===== src/rtl/booth4_pkg.sv =====
package booth4_pkg;
   // One radix-4 digit: magnitude selects (one / two) and a sign.
   typedef struct packed {
      logic neg;
      logic one;
      logic two;
   } booth_dig_t;
endpackage


===== src/rtl/booth4_recoder.sv =====
module booth4_recoder
   import booth4_pkg::*;
(
   input  logic [2:0]  win,
   output booth_dig_t  dig
);
   // win = {upper bit, middle bit, lower (overlap) bit}
   always_comb begin
      dig = '{neg: 1'b0, one: 1'b0, two: 1'b0};
      unique case (win)
         3'b000, 3'b111: dig = '{neg: 1'b0, one: 1'b0, two: 1'b0};
         3'b001, 3'b010: dig = '{neg: 1'b0, one: 1'b1, two: 1'b0};
         3'b011:         dig = '{neg: 1'b0, one: 1'b0, two: 1'b1};
         3'b100:         dig = '{neg: 1'b1, one: 1'b0, two: 1'b1};
         3'b101, 3'b110: dig = '{neg: 1'b1, one: 1'b1, two: 1'b0};
         default:        dig = '{neg: 1'b0, one: 1'b0, two: 1'b0};
      endcase
   end
endmodule


===== src/rtl/booth4_pp_sel.sv =====
module booth4_pp_sel
   import booth4_pkg::*;
#(
   parameter int WD = 16,
   localparam int PW = WD + 2
)(
   input  logic [WD-1:0] mcand,
   input  booth_dig_t    dig,
   output logic [PW-1:0] pp
);
   logic [PW-1:0] ext;
   logic [PW-1:0] mag;

   assign ext = {{2{mcand[WD-1]}}, mcand};

   always_comb begin
      if (dig.two)      mag = {ext[PW-2:0], 1'b0};
      else if (dig.one) mag = ext;
      else              mag = '0;
      pp = dig.neg ? (~mag + {{(PW-1){1'b0}}, 1'b1}) : mag;
   end
endmodule


===== src/rtl/booth4_ctrl.sv =====
module booth4_ctrl #(
   parameter int STEPS = 8,
   localparam int CW = (STEPS > 1) ? $clog2(STEPS) : 1
)(
   input  logic clk,
   input  logic rst_n,
   input  logic start,
   output logic busy,
   output logic load,
   output logic done
);
   logic [CW-1:0] cnt;
   logic          last;

   assign load = start & ~busy;
   assign last = busy & (cnt == CW'(STEPS - 1));

   always_ff @(posedge clk or negedge rst_n) begin
      if (!rst_n) begin
         busy <= 1'b0;
         cnt  <= '0;
         done <= 1'b0;
      end else begin
         done <= last;
         if (load) begin
            busy <= 1'b1;
            cnt  <= '0;
         end else if (busy) begin
            cnt <= cnt + 1'b1;
            if (last) busy <= 1'b0;
         end
      end
   end
endmodule


===== src/rtl/booth4_seq_mul.sv =====
module booth4_seq_mul
   import booth4_pkg::*;
#(
   parameter int WD = 16
)(
   input  logic            clk,
   input  logic            rst_n,
   input  logic            start,
   input  logic [WD-1:0]   op_a,
   input  logic [WD-1:0]   op_b,
   output logic            done,
   output logic [2*WD-1:0] product
);
   localparam int STEPS = WD / 2;
   localparam int HW    = WD + 2;

   // elaboration-time width check
   generate
      if ((WD % 2) != 0 || WD < 2) begin : g_wd_bad
         $error("booth4_seq_mul: WD must be even and >= 2");
      end
   endgenerate

   logic            busy;
   logic            load;
   logic [HW-1:0]   hi;
   logic [WD-1:0]   lo;
   logic            q;
   logic [WD-1:0]   mcand;
   logic [HW-1:0]   pp;
   logic [HW-1:0]   sum;
   booth_dig_t      dig;

   booth4_ctrl #(.STEPS(STEPS)) u_ctrl (
      .clk   (clk),
      .rst_n (rst_n),
      .start (start),
      .busy  (busy),
      .load  (load),
      .done  (done)
   );

   booth4_recoder u_rec (
      .win (lo[1:0] == 2'b00 ? {2'b00, q} : {lo[1:0], q}),
      .dig (dig)
   );

   booth4_pp_sel #(.WD(WD)) u_pp (
      .mcand (mcand),
      .dig   (dig),
      .pp    (pp)
   );

   assign sum = hi + pp;

   always_ff @(posedge clk or negedge rst_n) begin
      if (!rst_n) begin
         hi    <= '0;
         lo    <= '0;
         q     <= 1'b0;
         mcand <= '0;
      end else if (load) begin
         hi    <= '0;
         lo    <= op_b;
         q     <= 1'b0;
         mcand <= op_a;
      end else if (busy) begin
         hi <= {{2{sum[HW-1]}}, sum[HW-1:2]};
         lo <= {sum[1:0], lo[WD-1:2]};
         q  <= lo[1];
      end
   end

   assign product = {hi[WD-1:0], lo};
endmodule


===== config.mk =====
export PLATFORM = sky130hd
export DESIGN_NAME = booth4_seq_mul
export DESIGN_NICKNAME = d
export VERILOG_FILES = /design/src/rtl/booth4_pkg.sv /design/src/rtl/booth4_recoder.sv /design/src/rtl/booth4_pp_sel.sv /design/src/rtl/booth4_ctrl.sv /design/src/rtl/booth4_seq_mul.sv
export SDC_FILE = /design/constraint.sdc
export NUM_CORES = 1
export LEC_CHECK = 0
export ABC_AREA = 1
export BUFFER_PORTS_ARGS = -buffer_cell sky130_fd_sc_hd__buf_2
export CORE_ASPECT_RATIO = 1.4
export CORE_UTILIZATION = 30
export CTS_CLUSTER_SIZE = 16
export DETAILED_ROUTE_END_ITERATION = 10
export MAX_ROUTING_LAYER = met4
export PLACE_DENSITY_LB_ADDON = 0.05
export SYNTH_ARGS = -nofsm -noshare
export SYNTH_HDL_FRONTEND = slang
export SYNTH_SLANG_ARGS = --single-unit

===== constraint.sdc =====
create_clock -name clk -period 4.25 [get_ports clk]
set_clock_uncertainty 0.1 [all_clocks]
set_input_delay 0.6375 -clock clk [delete_from_list [all_inputs] [get_ports clk]]
set_output_delay 0.6375 -clock clk [all_outputs]
set_load 0.005 [all_outputs]

## Yosys cells after proc, flatten, opt, wreduce, memory -nomap -nowiden

Memories as Yosys holds them, arrays and structs flattened.
Cells that the tools add are included.

- Bits in read-only memories: 24
- Input port bits: 35
- Word-level logic and storage cells: 33
- Memories kept: 1
- Output and inout bits: 33
- Register bits: 56

Memories:

| memory | depth | bits a word | read ports | clocked after memory_dff | wr ports | line | source |
|---|---|---|---|---|---|---|---|
| (no name shown) | 8 | 3 | 1 | 0 | 0 | booth4_recoder.sv:10 | `unique case (win)` |

- Add/subtract/negate cells: 3
- Bitwise logic cells: 4
- Reduce and logical (&&, ||, !) cells: 2
- Multiplexer cells: 15
- Eq/ne operators: 1

Operator list:

| operator | number |
|---|---|
| $mux W18 | 5 |
| $mux W16 | 2 |
| $add A18 B1 Y18 const B | 1 |
| $add A18 B18 Y18 | 1 |
| $not A18 Y18 | 1 |
| $mux W3 | 3 |
| $mux W1 | 5 |
| $add A3 B1 Y3 const B | 1 |
| $eq A3 B3 Y1 const B | 1 |
| $and A1 B1 Y1 | 2 |
| $logic_not A2 Y1 | 1 |
| $reduce_bool A2 Y1 | 1 |
| $not A1 Y1 | 1 |

## Depth between registers and ports, before layout

Gate-level depths: netlist of run 1.
An unclocked memory read counts as a cell.

- Word-level depth: 11
- Mapped depth: 25
- Gate-level depth less buffers: 25

## Modules after synthesis

A second synthesis of run 1 with hierarchy kept.

- Cells, all modules: 586
- Area, all modules: 4072.7 um^2

By module, submodules not included:

| module | cells each | instances | area each (um^2) | seq. area each (um^2) |
|---|---|---|---|---|
| booth4_seq_mul | 389 | 1 | 2904.0 | 1226.2 |
| booth4_pp_sel | 165 | 1 | 904.6 | 0.0 |
| booth4_ctrl | 23 | 1 | 212.7 | 125.1 |
| booth4_recoder | 9 | 1 | 51.3 | 0.0 |

## Least setup slack after synthesis of run 1

OpenSTA, ideal clock, no wires.

- Kind: register to register
- Start: register lo[0]
- End: register hi[8]
- Stages on the path, launching flop included: 23
- Setup time: 0.117 ns
- Path slack: 1.037 ns
- Data required time: 4.033 ns
- Arrival time: 2.995 ns
- Clock period less this slack: 3.213 ns
- Path buffers: 1
- Cell sequence: dfrtp_1 -> inv_1 -> ha_1 -> buf_2 -> nand2_1 -> nand2_1 -> nand2_1 -> ha_1 -> nor2_1 -> xor2_1 -> inv_1 -> ha_1 -> nand2_1 -> nand3_1 -> o21ai_0 -> o21ai_1 -> inv_1 -> o21ai_2 -> inv_1 -> o21ai_0 -> nand2_1 -> nand3_1 -> nand2_1

- Cells in the longest elaborated chain, start to end: 11

RTL lines:

| item | line | source |
|---|---|---|
| start, declared | booth4_seq_mul.sv:27 | `logic [WD-1:0] lo;` |
| start signal, assigned | booth4_seq_mul.sv:64 | `lo <= op_b;` |
| start signal, assigned | booth4_seq_mul.sv:69 | `lo <= {sum[1:0], lo[WD-1:2]};` |
| $logic_not A2 Y1 | booth4_seq_mul.sv:44 | `.win (lo[1:0] == 2'b00 ? {2'b00, q} : {lo[1:0], q}),` |
| $mux W3 * | booth4_seq_mul.sv:44 |  |
| $mem_v2 Z8 W3 * | - |  |
| $mux W18 | booth4_pp_sel.sv:18 | `else if (dig.one) mag = ext;` |
| $mux W18 | booth4_pp_sel.sv:17 | `if (dig.two) mag = {ext[PW-2:0], 1'b0};` |
| $not A18 Y18 | booth4_pp_sel.sv:20 | `pp = dig.neg ? (~mag + {{(PW-1){1'b0}}, 1'b1}) : mag;` |
| $add A18 B1 Y18 | booth4_pp_sel.sv:20 |  |
| $mux W18 * | booth4_pp_sel.sv:20 |  |
| $add A18 B18 Y18 * | booth4_seq_mul.sv:54 | `assign sum = hi + pp;` |
| $mux W18 * | booth4_seq_mul.sv:67 | `end else if (busy) begin` |
| $mux W18 * | booth4_seq_mul.sv:62 | `end else if (load) begin` |
| end signal, assigned | booth4_seq_mul.sv:68 | `hi <= {{2{sum[HW-1]}}, sum[HW-1:2]};` |
| end, declared | booth4_seq_mul.sv:26 | `logic [HW-1:0] hi;` |

Mark *: on every way between the ends. The rest lies on a longest branch, timed or not. The select of a mux whose other input is x is not followed.
A chain may end at the register's enable or synchronous reset.

## Final worst setup path of run 1

Same ends and word-level chain as after synthesis.

==> results of run 1 <==
==> final timing paths <==
path | startpoint | endpoint | slack (ps) | depth (start not counted)
max | lo[0]$_DFFE_PN0P_ | hi[8]$_DFFE_PN0P_ | 540 | 21
min | rst_n | lo[7]$_DFFE_PN0P_ | 360 | 2
max reg2reg | lo[0]$_DFFE_PN0P_ | hi[8]$_DFFE_PN0P_ | 540 | 21
min reg2reg | u_ctrl.cnt[0]$_DFFE_PN0P_ | u_ctrl.cnt[0]$_DFFE_PN0P_ | 390 | 1
max in group asynchronous | rst_n | mcand[12]$_DFFE_PN0P_ | 3200 | 2
min in group clk | u_ctrl.cnt[0]$_DFFE_PN0P_ | u_ctrl.cnt[0]$_DFFE_PN0P_ | 390 | 1
==> cells in the final DEF (no fill, tap or decap), types with 5 or more instances in the layout <==
master / synthesis / layout
o211ai_1: 11 / 11
a21oi_1: 24 / 24
dfrtp_1: 54 / 54
buf_2: 2 / 67
nand2_1: 188 / 188
nand3_1: 24 / 24
clkbuf_16: 0 / 5
nor2_2: 6 / 7
buf_4: 0 / 6
xor2_1: 15 / 15
ha_1: 22 / 21
inv_1: 61 / 61
nor3_1: 5 / 5
nand2_2: 5 / 5
o21ai_1: 7 / 7
nor2_1: 25 / 24
o21ai_0: 32 / 32
==> critical path, cell delays in order, from the launching register on <==
cell     delay (ps)
dfrtp_1         400
ha_1            250
inv_2            50
nand2_1          50
nand2_2         210
nand3_1         180
ha_1            250
nor2_1          130
xor2_1          150
inv_1            60
ha_1            340
nand2_1         100
nand3_1          70
o21ai_0         130
o21ai_1         320
inv_1           130
o21ai_2         220
inv_1            80
o21ai_0         160
nand2_1          60
nand3_1          90
nand2_1          50
==> layer usage <==
metal | up-vias | routed length [um] | GRT usage [%]
li1 | 1844 | - | -
met1 | 1568 | 4480 | 20.8
met2 | 42 | 4970 | 28.4
met3 | 12 | 216 | 2.38
met4 | 0 | 219 | 5.14
met5 | - | 0 | -
==> kinds of logic (layout without fill, tap and decap cells) <==
logic type,after synthesis,count (layout),synth area share [%]
AOI/OAI and AO/OA,93,93,14.8
adders and majority gates,23,23,7.91
and+or+nand+nor,261,261,28.8
xor gates and xnor gates,16,16,3.75
buffers and inverters,80,148,8.51
DFF,54,54,36.2
==> per-stage QoR <==
stage | cell area [um2] | setup WS (ps) | util [%] | hold WS (ps) | cells
final | 4410 | 544 | 36.8 | 364 | 742
after CTS | 4410 | 441 | 36.8 | 397 | 742
after floorplan | 3730 | 1040 | - | 242 | 527
after global routing | 4410 | 96.2 | 36.8 | 428 | 742
after detailed placement | 4230 | 457 | 35.3 | 386 | 734
after global placement | 4230 | 519 | 35.3 | 372 | 734
==> area by class of cell <==
class | count | area, um2
repair buffers | 73 | 380
fillers | 1327 | 7580
inverters | 67 | 251
clock buffers | 6 | 139
clock inverters | 2 | 38.8
flip-flops and latches | 54 | 1350
multi-input cells | 393 | 2070
well taps | 147 | 184
==> registers in the layout, summed over array words and instances, names as in the netlist <==
| name | cells |
|---|---|
| hi | 16 |
| lo | 16 |
| mcand | 16 |
| q | 1 |
| u_ctrl.busy | 1 |
| u_ctrl.cnt | 3 |
| u_ctrl.done | 1 |
==> what timing repair did <==
action,CTS,global route
gates resized for setup,0,1
setup endpoints to repair,0,2
setup buffers,0,0
==> out/results.ini, run 1 <==
[status]
run_status=finished, final reports clean

[yosys]
async_flop_share_pct=100
yosysWarnings=0
synth_nets=585
synth_top_cells_by_count=nand2_1 (188), inv_1 (61), dfrtp_1 (54)
synth_edf_count=0
synthCells=527
yosysUniqueCellTypes=38
synthTopCellsByArea=dfrtp_1 (36%), nand2_1 (19%), ha_1 (7.4%), inv_1 (6.1%), o21ai_0 (4.3%)
synth.most_common_cell=nand2_1
syn_area_per_cell_um2=7.08
synth_top_area_cell=dfrtp_1
synth_seq_cells=54
synth_top_area_share_pct=36.2
ys_seq_area_share_pct=36.2
syn_area_um2=3730
ys.flop_type=dfrtp_1

[clock_tree]
clockBufferDepth=2
cts_tree=done
htreeDepth=2
clock-sinks=54
cts_buffers=5
ctsHoldBuffers=0
cts.reportedPaths.clkPinSlew_ps=80
root_buffer=clkbuf_16
clkLatencyLatePin_ps=300

[global_routing]
first_global_vias=3482
globalRouteOverflowTotal=0
antenna_found_initial=0
grt_usage_pct=17.0
grt_max_degree=55
grt_pass1_wl_mm=16.7

[timing]
finalSetupViolations=0
rsz0062_at_grt=false
hold_viol_final=0
fin_crit_sh_pct=87.2
tightest_slew_ps=716
final_max_slew_viol_count=0
fmax_mhz=270
finalSetupTns_ps=0
max_slew_margin_pct=52.3
min_period_ps=3710

[floorplan]
die_h_um=134
boundaryPins=68
die_x_um=96.3
die_area_um2=12900
initial_core_util_pct=31.1
core_area_um2=12000
rows=47

[worst_setup_path]
crit_required_ps=4340
arrival_ps=3800
startpoint_type=flip-flop
path_max_fanout=15
crit_path_end_kind=flip-flop
worstSetupPathType=reg2reg

[routing]
wirelength_mm=9.89
vias_per_cell=4.67
drc=0
wl_per_cell_um=13.3
final_antenna_net_count=0
drt_pass1_iterations=4
drtIter0Drc=67
vias=3466

[flow_run]
drv_cap=0

[placement]
dpl.hpwl_mm=7.79
gp_congestion=0.863
portBuffers=67

[cells_and_area]
final_nets=652
diodes=0
drive_above_1_share_pct=17.6
area_delta_synth_final_pct=18.2

[min_path]
hold_class=in2async

Power of run 1 is not shown: default switching activity piles up to over one toggle a cycle in this logic, so the estimate is an artifact.
==> run 2: changes to the inputs <==
- CORE_UTILIZATION: 30 -> 55
==> run 2 against run 1 <==
Against the previous run: flip-flop and latch count is the same; cell count shrank 10%; final area shrank 3.6%; routed wire length shrank 13%; clock-buffer cell count is the same; highest routed layer unchanged.
==> out/results.ini, run 2 (synthesized netlist as in run 1, its figures left out) <==
[routing]
drt_pass1_iterations=4
wirelength_mm=8.56
drc=0
vias=3538
vias_per_cell=5.30
wl_per_cell_um=12.8
drtIter0Drc=127
final_antenna_net_count=0

[timing]
rsz0062_at_grt=false
tightest_slew_ps=825
fmax_mhz=263
fin_crit_sh_pct=89.4
hold_viol_final=0
finalSetupTns_ps=0
finalSetupViolations=0
holdWs_ps=348
min_period_ps=3800
max_slew_margin_pct=45.0
final_max_slew_viol_count=0

[flow_run]
drv_cap=0

[floorplan]
boundaryPins=68
die_area_um2=7130
die_x_um=71.6
die_h_um=99.5
initial_core_util_pct=56.8
rows=35
core_area_um2=6570

[worst_setup_path]
crit_required_ps=4350
path_max_fanout=15
arrival_ps=3900
crit_path_end_kind=flip-flop
worstSetupPathType=reg2reg
startpoint_type=flip-flop

[clock_tree]
root_buffer=clkbuf_8
post_cts_buffers=0
cts_resized=0
cts_buffers=5
cts_tree=done
cts.reportedPaths.clkPinSlew_ps=100
clkLatencyLatePin_ps=310
ctsHoldBuffers=0
clockBufferDepth=2
htreeDepth=2
clock-sinks=54

[global_routing]
globalRouteOverflowTotal=0
first_global_vias=3407
antenna_found_initial=0
grt_pass1_wl_mm=15.0
grt_max_degree=55
grt_usage_pct=26.9

[placement]
portBuffers=67
dpl.hpwl_mm=6.64
gp_congestion=0.935

[cells_and_area]
drive_above_1_share_pct=17.2
largest_registers=hi x16, lo x16, mcand x16
area_delta_synth_final_pct=13.9
final_nets=651
final_common_cell=nand2_1
final_cell_mix=nand2_1 (188), buf_2 (67), inv_1 (61), dfrtp_1 (54), o21ai_0 (32)
diodes=0
fillers=608

[status]
run_status=finished, final reports clean

[min_path]
hold_class=in2async

==> run 2: cell type report <==
cell class	instances	area [um2]	share of cell area, %
sequential	54	1350	31.8
multi-input combinational	393	2060	48.5
tap	74	92.6	2.18
clock buffer	6	82.6	1.94
clock inverter	2	38.8	0.912
inverter	67	251	5.91
timing repair buffer	72	373	8.76
==> run 2: critical path: stages, from the launching register on <==
cell,delay (ps)
dfrtp_1,380
inv_1,70
ha_1,570
nand2_1,100
nand2_1,80
nand2_1,80
ha_1,200
nor2_1,130
xor2_1,160
inv_1,60
ha_1,340
nand2_1,90
nand3_1,70
o21ai_0,120
o21ai_1,320
inv_1,130
o21ai_2,250
inv_1,90
o21ai_0,150
nand2_1,60
nand3_1,80
nand2_1,60
==> run 2: worst paths after layout <==
path                                      startpoint                         to  slack (ps)  cells past startpoint
hold / removal                                 rst_n         lo[11]$_DFFE_PN0P_         350                      2
setup reg to reg                   lo[0]$_DFFE_PN0P_          hi[8]$_DFFE_PN0P_         450                     21
setup / recovery                   lo[0]$_DFFE_PN0P_          hi[8]$_DFFE_PN0P_         450                     21
max in group asynchronous                      rst_n       mcand[6]$_DFFE_PN0P_        3250                      2
hold reg to reg            u_ctrl.cnt[0]$_DFFE_PN0P_  u_ctrl.cnt[0]$_DFFE_PN0P_         400                      1
min in group clk           u_ctrl.cnt[0]$_DFFE_PN0P_  u_ctrl.cnt[0]$_DFFE_PN0P_         400                      1
==> run 2: routing by layer <==
layer	wire length, um	part of all wire (%)	GRT usage (%)	vias up
met3	179	2.1	2.33	14
met1	3830	45	33.0	1622
met2	4380	51	46.2	63
li1	-	-	-	1839
met4	178	2.1	9.20	0
met5	0	0	-	-
==> run 2: through the flow <==
| step | area, um2 | std cells | util [%] | setup WS [ps] |
|---|---|---|---|---|
| 2_1_floorplan | 3730 | 527 | - | 1040 |
| 3_3_place_gp | 4130 | 660 | 62.9 | 623 |
| 3_5_place_dp | 4130 | 660 | 62.9 | 525 |
| 4_1_cts | 4250 | 668 | 64.8 | 497 |
| 5_1_grt | 4250 | 668 | 64.8 | 74.4 |
| 6_report | 4250 | 668 | 64.8 | 450 |
Power of run 2 is left out for the same reason.
==> run 3: changes to the inputs <==
- SYNTH_HIERARCHICAL: default -> 1
==> run 3 against run 2 <==
Against the previous run: fmax increased by 2.4%; non-clock buffer count decreased by 2; register-to-register slack improved by 90 ps; flip-flop and latch count unchanged; hold slack got worse by 28 ps; setup slack improved by 91 ps; first-iteration DRC count increased by 43%; global-route usage decreased by 0.71 points; critical path depth increased by 6; core utilization decreased by 0.52 points.
==> out/results.ini, run 3 <==
[status]
run_status=finished, final reports clean

[worst_setup_path]
worstSetupPathType=reg2reg
critPathBufInv=5
max_stage_delay_ps=450
endpoint=hi[16]$_DFFE_PN0P_
timing.rr.end=hi[16]$_DFFE_PN0P_
crit_required_ps=4380
arrival_ps=3840
crit_path_end_kind=flip-flop
cpMostUsedCell=nand2_1
crit_start=lo[0]$_DFFE_PN0P_
critPathSlowestCell=nand2_1
cp_top_family=simple AND/OR/NAND/NOR gates
r2r_cells=27
startpoint_type=flip-flop
worst-path-stages=27
rr_startpoint=lo[0]$_DFFE_PN0P_
r2r_slack_ps=540
path_max_fanout=18

[clock_tree]
cts.reportedPaths.clkPinSlew_ps=110
ctsHoldBuffers=0
root_buffer=clkbuf_8
cts_tree=done
clockBufferDepth=2
cts_resized=0
post_cts_buffers=0
clock-sinks=54
cts_buffers=5
clkLatencyLatePin_ps=320
htreeDepth=2

[yosys]
syn_area_per_cell_um2=6.95
synth_nets=644
synth_top_cells_by_count=nand2_1 (232), inv_1 (65), dfrtp_1 (54)
yosysUniqueCellTypes=37
async_flop_share_pct=100
synth_seq_cells=54
synth_top_area_share_pct=33.2
synthCells=586
ys_seq_area_share_pct=33.2
synth.most_common_cell=nand2_1
synth_edf_count=0
syn_area_um2=4070
ys.flop_type=dfrtp_1
yosysWarnings=6
synthTopCellsByArea=dfrtp_1 (33%), nand2_1 (21%), ha_1 (6.8%), inv_1 (6.0%), nand3_1 (3.9%)
synth_top_area_cell=dfrtp_1

[routing]
wirelength_mm=9.07
wl_per_cell_um=12.3
final_antenna_net_count=0
drc=0
drtIter0Drc=182
vias_per_cell=5.10
drt_pass1_iterations=4
vias=3773

[cells_and_area]
fillers=692
largest_registers=hi x16, lo x16, mcand x16
area_delta_synth_final_pct=11.6
final_nets=702
stdcell_area_um2=4540
drive_above_1_share_pct=18.3
final_cell_mix=nand2_1 (232), buf_2 (67), inv_1 (65), dfrtp_1 (54), nor2_1 (37)
diodes=0
final_common_cell=nand2_1

[timing]
finalSetupTns_ps=0
hold_viol_final=0
fmax_mhz=270
fin_crit_sh_pct=87.3
finalSetupViolations=0
max_slew_margin_pct=55.4
min_period_ps=3710
rsz0062_at_grt=false
final_max_slew_viol_count=0
tightest_slew_ps=669

[global_routing]
globalRouteOverflowTotal=0
grt_pass1_wl_mm=15.6
first_global_vias=3512
antenna_found_initial=0
grt_max_degree=55
grt_usage_pct=26.2

[placement]
gp_congestion=0.929
placed_area_um2=4430
portBuffers=67
dpl.hpwl_mm=7.20

[floorplan]
die_h_um=104
die_x_um=74.7
rows=36
initial_core_util_pct=57.6
die_area_um2=7760
boundaryPins=68
core_area_um2=7070

[flow_run]
drv_cap=0

[min_path]
hold_class=in2async

## run 3: cell types whose count changed after synthesis, moves of 5 or more
cell      delta
xnor2_1      +5
nand3_1      +8
o21ai_0     -12
o211ai_1    -10
nor2_1      +13
nand3_2      +8
xor2_1       -8
buf_4        +5
nor2_4       +7
a21oi_1      -6
nand3b_1     +5
nand2_1     +44
## run 3: cells by family after synthesis
family	Yosys count	synth area share, %
compound gates	58	8.39
simple gates	351	38.9
xor+xnor	13	2.80
flops	54	33.2
buf+inv	87	9.49
fa+ha+maj	23	7.25
## run 3: worst reg2reg max path, delay by kind of cell (launching register included)
| kind | cells | cell delay [ps] |
|---|---|---|
| buf+inv | 5 | 370 |
| compound gates | 1 | 90 |
| simple gates | 18 | 1980 |
| fa+ha+maj | 3 | 640 |
| flops | 1 | 430 |
## run 3: metrics by stage
step	setup WS [ps]	instances	util (%)	hold WS [ps]
after floorplan	1180	586	-	242
after global placement	650	732	62.6	358
after detailed placement	531	732	62.6	367
after CTS	528	740	64.2	346
after global routing	70.6	740	64.2	393
final	540	740	64.2	320
## run 3: worst min-delay path by stage
stage                               from                   endpoint  slack, ps
6_report                           rst_n          lo[6]$_DFFE_PN0P_        320
5_1_grt                            rst_n          hi[7]$_DFFE_PN0P_        390
4_1_cts                            rst_n          hi[7]$_DFFE_PN0P_        350
3_5_place_dp   u_ctrl/cnt[1]$_DFFE_PN0P_  u_ctrl/cnt[1]$_DFFE_PN0P_        370
3_3_place_gp   u_ctrl/cnt[1]$_DFFE_PN0P_  u_ctrl/cnt[1]$_DFFE_PN0P_        360
2_1_floorplan                      rst_n          hi[0]$_DFFE_PN0P_        240
## run 3: cell type report
| type | instances | area, um2 | area share (%) |
|---|---|---|---|
| multi-input combinational | 445 | 2340 | 51.4 |
| sequential | 54 | 1350 | 29.7 |
| timing repair buffer | 70 | 358 | 7.88 |
| inverter | 68 | 260 | 5.73 |
| tap | 95 | 119 | 2.62 |
| clock buffer | 5 | 68.8 | 1.51 |
| clock inverter | 3 | 48.8 | 1.07 |
## run 3: layer usage
| metal | share of wire (%) | wire length [um] | vias to the layer above | GRT usage, % |
|---|---|---|---|---|
| met4 | 2.1 | 186 | 0 | 8.22 |
| met5 | 0 | 0 | - | - |
| met3 | 2.8 | 256 | 12 | 3.50 |
| li1 | - | - | 1959 | - |
| met1 | 43 | 3880 | 1736 | 32.0 |
| met2 | 52 | 4740 | 66 | 43.7 |
Power of run 3 is left out for the same reason.
